$ cat src/rtl/apm_smi_pkg.sv
package apm_smi_pkg;
  localparam logic [7:0] APM_ACPI_ON  = 8'hF1;
  localparam logic [7:0] APM_ACPI_OFF = 8'hF0;
  localparam int SMI_EN_BYTE = 3;
  localparam int SMI_EN_BIT  = 1;
  localparam int SMI_EN_POS  = SMI_EN_BYTE * 8 + SMI_EN_BIT;

  typedef enum logic [1:0] {
    CMD_NONE,
    CMD_SCI_ON,
    CMD_SCI_OFF,
    CMD_SMI
  } apm_cmd_e;
endpackage

$ cat src/rtl/apm_cfg_regs.sv
module apm_cfg_regs
  import apm_smi_pkg::*;
#(
  parameter bit SMM_PRESENT = 1'b1,
  parameter int CFG_BYTES   = 4
) (
  input  logic                   clk_i,
  input  logic                   rst_ni,
  input  logic                   wr_i,
  input  logic [CFG_BYTES-1:0]   be_i,
  input  logic [CFG_BYTES*8-1:0] wdata_i,
  output logic [CFG_BYTES*8-1:0] cfg_o,
  output logic                   smi_en_o
);
  for (genvar i = 0; i < CFG_BYTES; i++) begin : g_byte
    // without SMM the enable bit is preset so commands reach the SMI line
    localparam logic [7:0] RST_VAL =
      (!SMM_PRESENT && i == SMI_EN_BYTE) ? 8'(1 << SMI_EN_BIT) : 8'h00;
    logic [7:0] q;
    always_ff @(posedge clk_i or negedge rst_ni) begin
      if (!rst_ni)             q <= RST_VAL;
      else if (wr_i && be_i[i]) q <= wdata_i[i*8 +: 8];
    end
    assign cfg_o[i*8 +: 8] = q;
  end

  assign smi_en_o = cfg_o[SMI_EN_POS];
endmodule

$ cat src/rtl/apm_cmd_decode.sv
module apm_cmd_decode
  import apm_smi_pkg::*;
(
  input  logic       wr_i,
  input  logic [7:0] data_i,
  output apm_cmd_e   cmd_o
);
  always_comb begin
    if (!wr_i)                     cmd_o = CMD_NONE;
    else if (data_i == APM_ACPI_ON)  cmd_o = CMD_SCI_ON;
    else if (data_i == APM_ACPI_OFF) cmd_o = CMD_SCI_OFF;
    else                           cmd_o = CMD_SMI;
  end
endmodule

$ cat src/rtl/apm_flag_ctrl.sv
module apm_flag_ctrl
  import apm_smi_pkg::*;
(
  input  logic     clk_i,
  input  logic     rst_ni,
  input  apm_cmd_e cmd_i,
  input  logic     smi_en_i,
  input  logic     smi_clr_i,
  output logic     sci_en_o,
  output logic     smi_o
);
  always_ff @(posedge clk_i or negedge rst_ni) begin
    if (!rst_ni) begin
      sci_en_o <= 1'b0;
    end else begin
      case (cmd_i)
        CMD_SCI_ON:  sci_en_o <= 1'b1;
        CMD_SCI_OFF: sci_en_o <= 1'b0;
        default:     sci_en_o <= sci_en_o;
      endcase
    end
  end

  // a new request wins over a same-cycle clear
  always_ff @(posedge clk_i or negedge rst_ni) begin
    if (!rst_ni)                           smi_o <= 1'b0;
    else if (cmd_i == CMD_SMI && smi_en_i) smi_o <= 1'b1;
    else if (smi_clr_i)                    smi_o <= 1'b0;
  end
endmodule

$ cat src/rtl/apm_smi_ctrl.sv
module apm_smi_ctrl
  import apm_smi_pkg::*;
#(
  parameter bit SMM_PRESENT = 1'b1,
  parameter int CFG_BYTES   = 4
) (
  input  logic                   clk_i,
  input  logic                   rst_ni,
  input  logic                   apm_wr_i,
  input  logic [7:0]             apm_data_i,
  input  logic                   cfg_wr_i,
  input  logic [CFG_BYTES-1:0]   cfg_be_i,
  input  logic [CFG_BYTES*8-1:0] cfg_wdata_i,
  output logic [CFG_BYTES*8-1:0] cfg_rdata_o,
  input  logic                   smi_clr_i,
  output logic                   smi_o,
  output logic                   sci_en_o
);
  apm_cmd_e cmd;
  logic     smi_en;

  apm_cfg_regs #(.SMM_PRESENT(SMM_PRESENT), .CFG_BYTES(CFG_BYTES)) u_cfg (
    .clk_i    (clk_i),
    .rst_ni   (rst_ni),
    .wr_i     (cfg_wr_i),
    .be_i     (cfg_be_i),
    .wdata_i  (cfg_wdata_i),
    .cfg_o    (cfg_rdata_o),
    .smi_en_o (smi_en)
  );

  apm_cmd_decode u_dec (
    .wr_i   (apm_wr_i),
    .data_i (apm_data_i),
    .cmd_o  (cmd)
  );

  apm_flag_ctrl u_flags (
    .clk_i     (clk_i),
    .rst_ni    (rst_ni),
    .cmd_i     (cmd),
    .smi_en_i  (smi_en),
    .smi_clr_i (smi_clr_i),
    .sci_en_o  (sci_en_o),
    .smi_o     (smi_o)
  );
endmodule

$ cat config.mk
export PLATFORM = sky130hd
export DESIGN_NAME = apm_smi_ctrl
export DESIGN_NICKNAME = d
export VERILOG_FILES = /design/src/rtl/apm_smi_pkg.sv /design/src/rtl/apm_cfg_regs.sv /design/src/rtl/apm_cmd_decode.sv /design/src/rtl/apm_flag_ctrl.sv /design/src/rtl/apm_smi_ctrl.sv
export SDC_FILE = /design/constraint.sdc
export NUM_CORES = 1
export LEC_CHECK = 0
export BUFFER_PORTS_ARGS = -buffer_cell sky130_fd_sc_hd__buf_4
export CORE_UTILIZATION = 29
export DETAILED_ROUTE_END_ITERATION = 10
export SLEW_MARGIN = 20
export SYNTH_ARGS = -nofsm -noshare
export SYNTH_HDL_FRONTEND = slang
export SYNTH_HIERARCHICAL = 1
export SYNTH_SLANG_ARGS = --single-unit
$ cat constraint.sdc
create_clock -name clk_i -period 1.95 [get_ports clk_i]
set_input_delay 0 -clock clk_i [delete_from_list [all_inputs] [get_ports clk_i]]
set_output_delay 0 -clock clk_i [all_outputs]
set_load 0.1 [all_outputs]
# Yosys cells after proc, flatten, opt, wreduce, memory -nomap -nowiden
# Index checks and enable logic that the tools add are counted.
[totals]
regBits = 34
out_inout_bits = 34
[classes]
n_eq_ne = 5
mux = 6
n_reduce_logical = 7
[op_table]
columns = ["operator", "count"]
rows = [
  ["== test 8 bit, second input constant", 2],
  ["logical AND 1 bit", 5],
  ["== test 2 bit, second input constant", 2],
  ["2-to-1 mux 2 bit", 2],
  ["nonzero test 2 bit", 2],
  ["2-to-1 mux 1 bit", 3],
  ["== test 2 x 1 -> 1 bit, second input constant", 1],
  ["case mux 1 bit (2 select lines)", 1],
]

# Logic depth before layout (Yosys ltp)
[depth]
ltp_word = 7
mapped_depth = 5

# By module
# Netlist, hierarchy kept.
[modules_own_cells]
columns = ["mod", "instances", "cells_per_inst", "area_each_um2", "seq_area_each_um2"]
rows = [
  ["apm_cfg_regs", 1, 69, 1193.6, 800.8],
  ["apm_flag_ctrl", 1, 10, 105.1, 50.0],
  ["apm_cmd_decode", 1, 6, 36.3, 0.0],
]

# Worst setup path after synthesis
# OpenSTA, ideal clock, no wires.
[synth_path]
path_type = "register to register"
start = "register, netlist name u_cfg/g_byte[0].q[0]"
end = "register u_cfg.g_byte[0].q[0]"
arrival_ns = 1.134
path_slack_ns = 0.690
stages_incl_launch_ff = 2
path_cell_list = "dfrtp_1 > mux2_2"
[synth_lines]
columns = ["element", "line_no", "rtl"]
rows = [
  ["to (signal assigned)", "apm_cfg_regs.sv:22", "else if (wr_i && be_i[i]) q <= wdata_i[i*8 +: 8];"],
  ["to (decl)", "apm_cfg_regs.sv:19", "logic [7:0] q;"],
]

# Worst setup path in the final report
[layout_path]
start = "register u_cfg.g_byte[3].q[1]"
end = "output port cfg_rdata_o[25]"
[layout_lines]
columns = ["element", "line_no", "rtl"]
rows = [
  ["from (decl)", "apm_cfg_regs.sv:19", ""],
  ["from (signal assigned)", "apm_cfg_regs.sv:22", ""],
  ["to (decl)", "apm_smi_ctrl.sv:14", "output logic [CFG_BYTES*8-1:0] cfg_rdata_o,"],
]
# No word-level cell between the ends.

==> impl_results.md <==
* Switching share of power at between 40% and 50%
* Max Root-Sink Buffers at 2
* Fill cell count at about 360
* Setup Skew at 0.004056 ns
* DIE WIDTH at 69.85 microns
* CTS tree: done
* WP data arrival at 0.96 ns
* Share of cells above drive strength 1 at 60.58%
* Cell Chain, Critical Path: buf_4
* Num ports at 83
* Antenna violations before repair at 0
* Netlist Area Pre-Place at 1335 sq um
* Max Fclk at 1036 MHz
* Clk_lat worst skew at 0.28 ns
* Count of nets after finishing at between 200 and 300
* Clock power frac at approximately a fifth
* Area of the multi-input gates at 457.9 sq um
* Final hold vios at 0
* Sequential area share after synthesis at 63.73%
* #FFs+latches synth at 34
* H-tree Lvls at 2
* Avg WL per Cell at 12.84 microns
* GR Util All Layers at 14.95%
* DRT Wirelength at around 3300 microns
* Largest net degree at the start of global routing at 35
* Leakage power at 1.185 nW
* Outcome: completed
* Pwr dens at approximately 1100 nW/um^2
* Vias at 1123
* Max stage delay on crit path at 0.38 ns
* Reg clk slew, reported paths at 0.06 ns
* Syn-to-layout area delta at 82.76%
* Int Power at 0.001416 W
* Layout Cells excl Fill at 260
* Via count of the first global-routing pass at 1224
* Fin. max-slew vios at 0
* Antenna Nets Post-Route at 0
* Grt ovf at 0
* Yosys warnings at 6
* CP top delay family: flip-flops
* CTS Hold Bufs at 34
* Final Instance Area at between 2000 and 2500 sq um
* Commonest cells post-synth: dfrtp_1 (34), mux2_2 (32), inv_1 (5), nand2_2 (4)
* DRC Markers at 0
* CTS Buf Count at 5
* Dpl cells at 218
* Slew HR at 70.75%
* Synth top area share at a little under two thirds
* Core Footprint at 4384 sq um
* Port Buf Inserts at 82
* Logic pwr share at 46.9%
* Placed inst area at 2008 sq um
* Die Span Y at 69.85 microns
* Synthesized area per cell at 15.71 sq um
* Count leader, synth: dfrtp_1
* Period minus WS final at 0.9649 ns
* Psw at 0.001205 W
* CP Class: register to output pin
* Least-Margin Pin Slew at 0.4388 ns
* Initial Util at 30.45%
* RSZ-0062 raised after global routing: no
* Final Cycle Share at 49.48%
* Commonest register cell after synthesis: dfrtp_1
* Final Util at 55.65%
* Initial DRC count at 16
* Clk sinks at 34
* N_diodes at 0
* Cell count after synthesis at 85
* Top post-synthesis cells by area: dfrtp_1 (64%), mux2_2 (27%), ha_1 (1.9%)
* First-pass GRT wire length at 5575 microns
* Flip-flop and latch area at 850.8 sq um
* Critical path depth in cells at 1
* GP Congestion at ~0.73
* R2R cell count at 1
* Root Buffer: clkbuf_8
* CP Max Fanout at 3
* EDFF count, synth at 0
* Yosys cell types at 12
* WP buf/inv at 1
* Startpoint Class: register
* Max Cap Viol at 0
* Worst Setup End Kind: output pin
* Pre-antenna DRT Iters at 3
* CTS-repair resized insts at 0
* Setup tns final at 0 ns
* Syn nets at 136
* DP HPWL at 2290 microns
* Post-synth ARST share at 100.0%
* Final setup fails at 0
* Critical Path RT at between 1.5 and 2 ns
* # rows at 24
* HP Class: primary input to asynchronous set/reset pin
* Synth area leader: dfrtp_1
* Flop pwr share at ~33%
* Post-CTS Setup Bufs at 0
* Maximum vdd ir drop at 622.0 uV
* Critical Path Slowest Stage Cell: dfrtp_1
* Full die area at 4879 sq um
* Power consumption at 0.002621 W
* Vias per cell at 4.319
power by group through the flow:
stage / Sequential (W) / Combinational, W / Clock, W
after floorplan: 0.00161 / 0.000147 / 0
after global placement: 0.000870 / 0.00117 / 0
after detailed placement: 0.000874 / 0.00118 / 0
after CTS: 0.000862 / 0.00123 / 0.000549
after global routing: 0.000875 / 0.00127 / 0.000594
final: 0.000862 / 0.00123 / 0.000530
cell usage in the layout (no fill, tap or decap):
master,netlist,final
buf_4,1,82
clkbuf_1,0,1
nand2_2,4,4
clkbuf_8,0,6
ha_1,2,2
dlygate4sd3_1,0,34
mux2_2,32,32
dfrtp_1,34,34
nor3_1,1,1
clkinv_2,0,1
a31oi_1,2,2
nand2_1,1,1
o21ai_1,1,1
inv_1,5,5
mux2i_1,1,1
and4_4,1,1
area by class of cell:
class                      count  area share [%]
sequential                    34           34.87
inverter                       5          0.7692
timing repair buffer         116           39.18
tap                           52           2.667
clock buffer                   7           3.538
multi-input combinational     45           18.77
clock inverter                 1          0.2051
metrics by stage:
stage	setup slack, ns	hold WS (ns)
finish	0.9851	0.1983
global route	0.9511	0.2135
CTS	0.9684	0.1993
detailed placement	0.8099	-0.02459
global placement	0.8691	-0.03476
floorplan	0.6905	-0.2956
cell families (layout without fill, tap and decap cells):
logic type               Yosys count  in the layout  share of synthesized area (%)
flip-flops                        34             34                          63.73
AO/OA/AOI/OAI                      3              3                          1.312
multiplexers                      33             33                          27.74
adder cells (fa/ha/maj)            2              2                          1.874
AND/OR/NAND/NOR                    7              7                          3.373
buffers and inverters              6            129                          1.968
routing by layer:
metal	wire length [microns]	part of all wire, %	vias to the layer above	GRT usage (%)
met5	0	0	-	0
met4	34	1.0	0	6.000
met3	237	7.1	5	4.762
met2	1808	54	48	26.07
met1	1259	38	527	16.84
li1	-	-	543	-
registers in the layout (all words and copies together), names as in the netlist:
signal            cells
u_cfg/g_byte.q       32
u_flags/sci_en_o      1
u_flags/smi_o         1
path summary, 6_finish.rpt:
kind                                                  start                               end  slack (ns)
hold reg to reg            u_cfg/g_byte[0].q[1]$_DFFE_PN0P_  u_cfg/g_byte[0].q[1]$_DFFE_PN0P_        0.51
hold / removal                                       rst_ni  u_cfg/g_byte[3].q[3]$_DFFE_PN0P_        0.20
max in group asynchronous                            rst_ni      u_flags/sci_en_o$_DFFE_PN0P_        1.44
setup reg to reg           u_cfg/g_byte[3].q[1]$_DFFE_PN0P_  u_cfg/g_byte[3].q[1]$_DFFE_PN0P_        1.15
setup / recovery           u_cfg/g_byte[3].q[1]$_DFFE_PN0P_                   cfg_rdata_o[25]        0.99
min in group clk_i                              cfg_be_i[2]  u_cfg/g_byte[2].q[1]$_DFFE_PN0P_        0.20
Note: power is estimated with default switching activity, not from simulation.
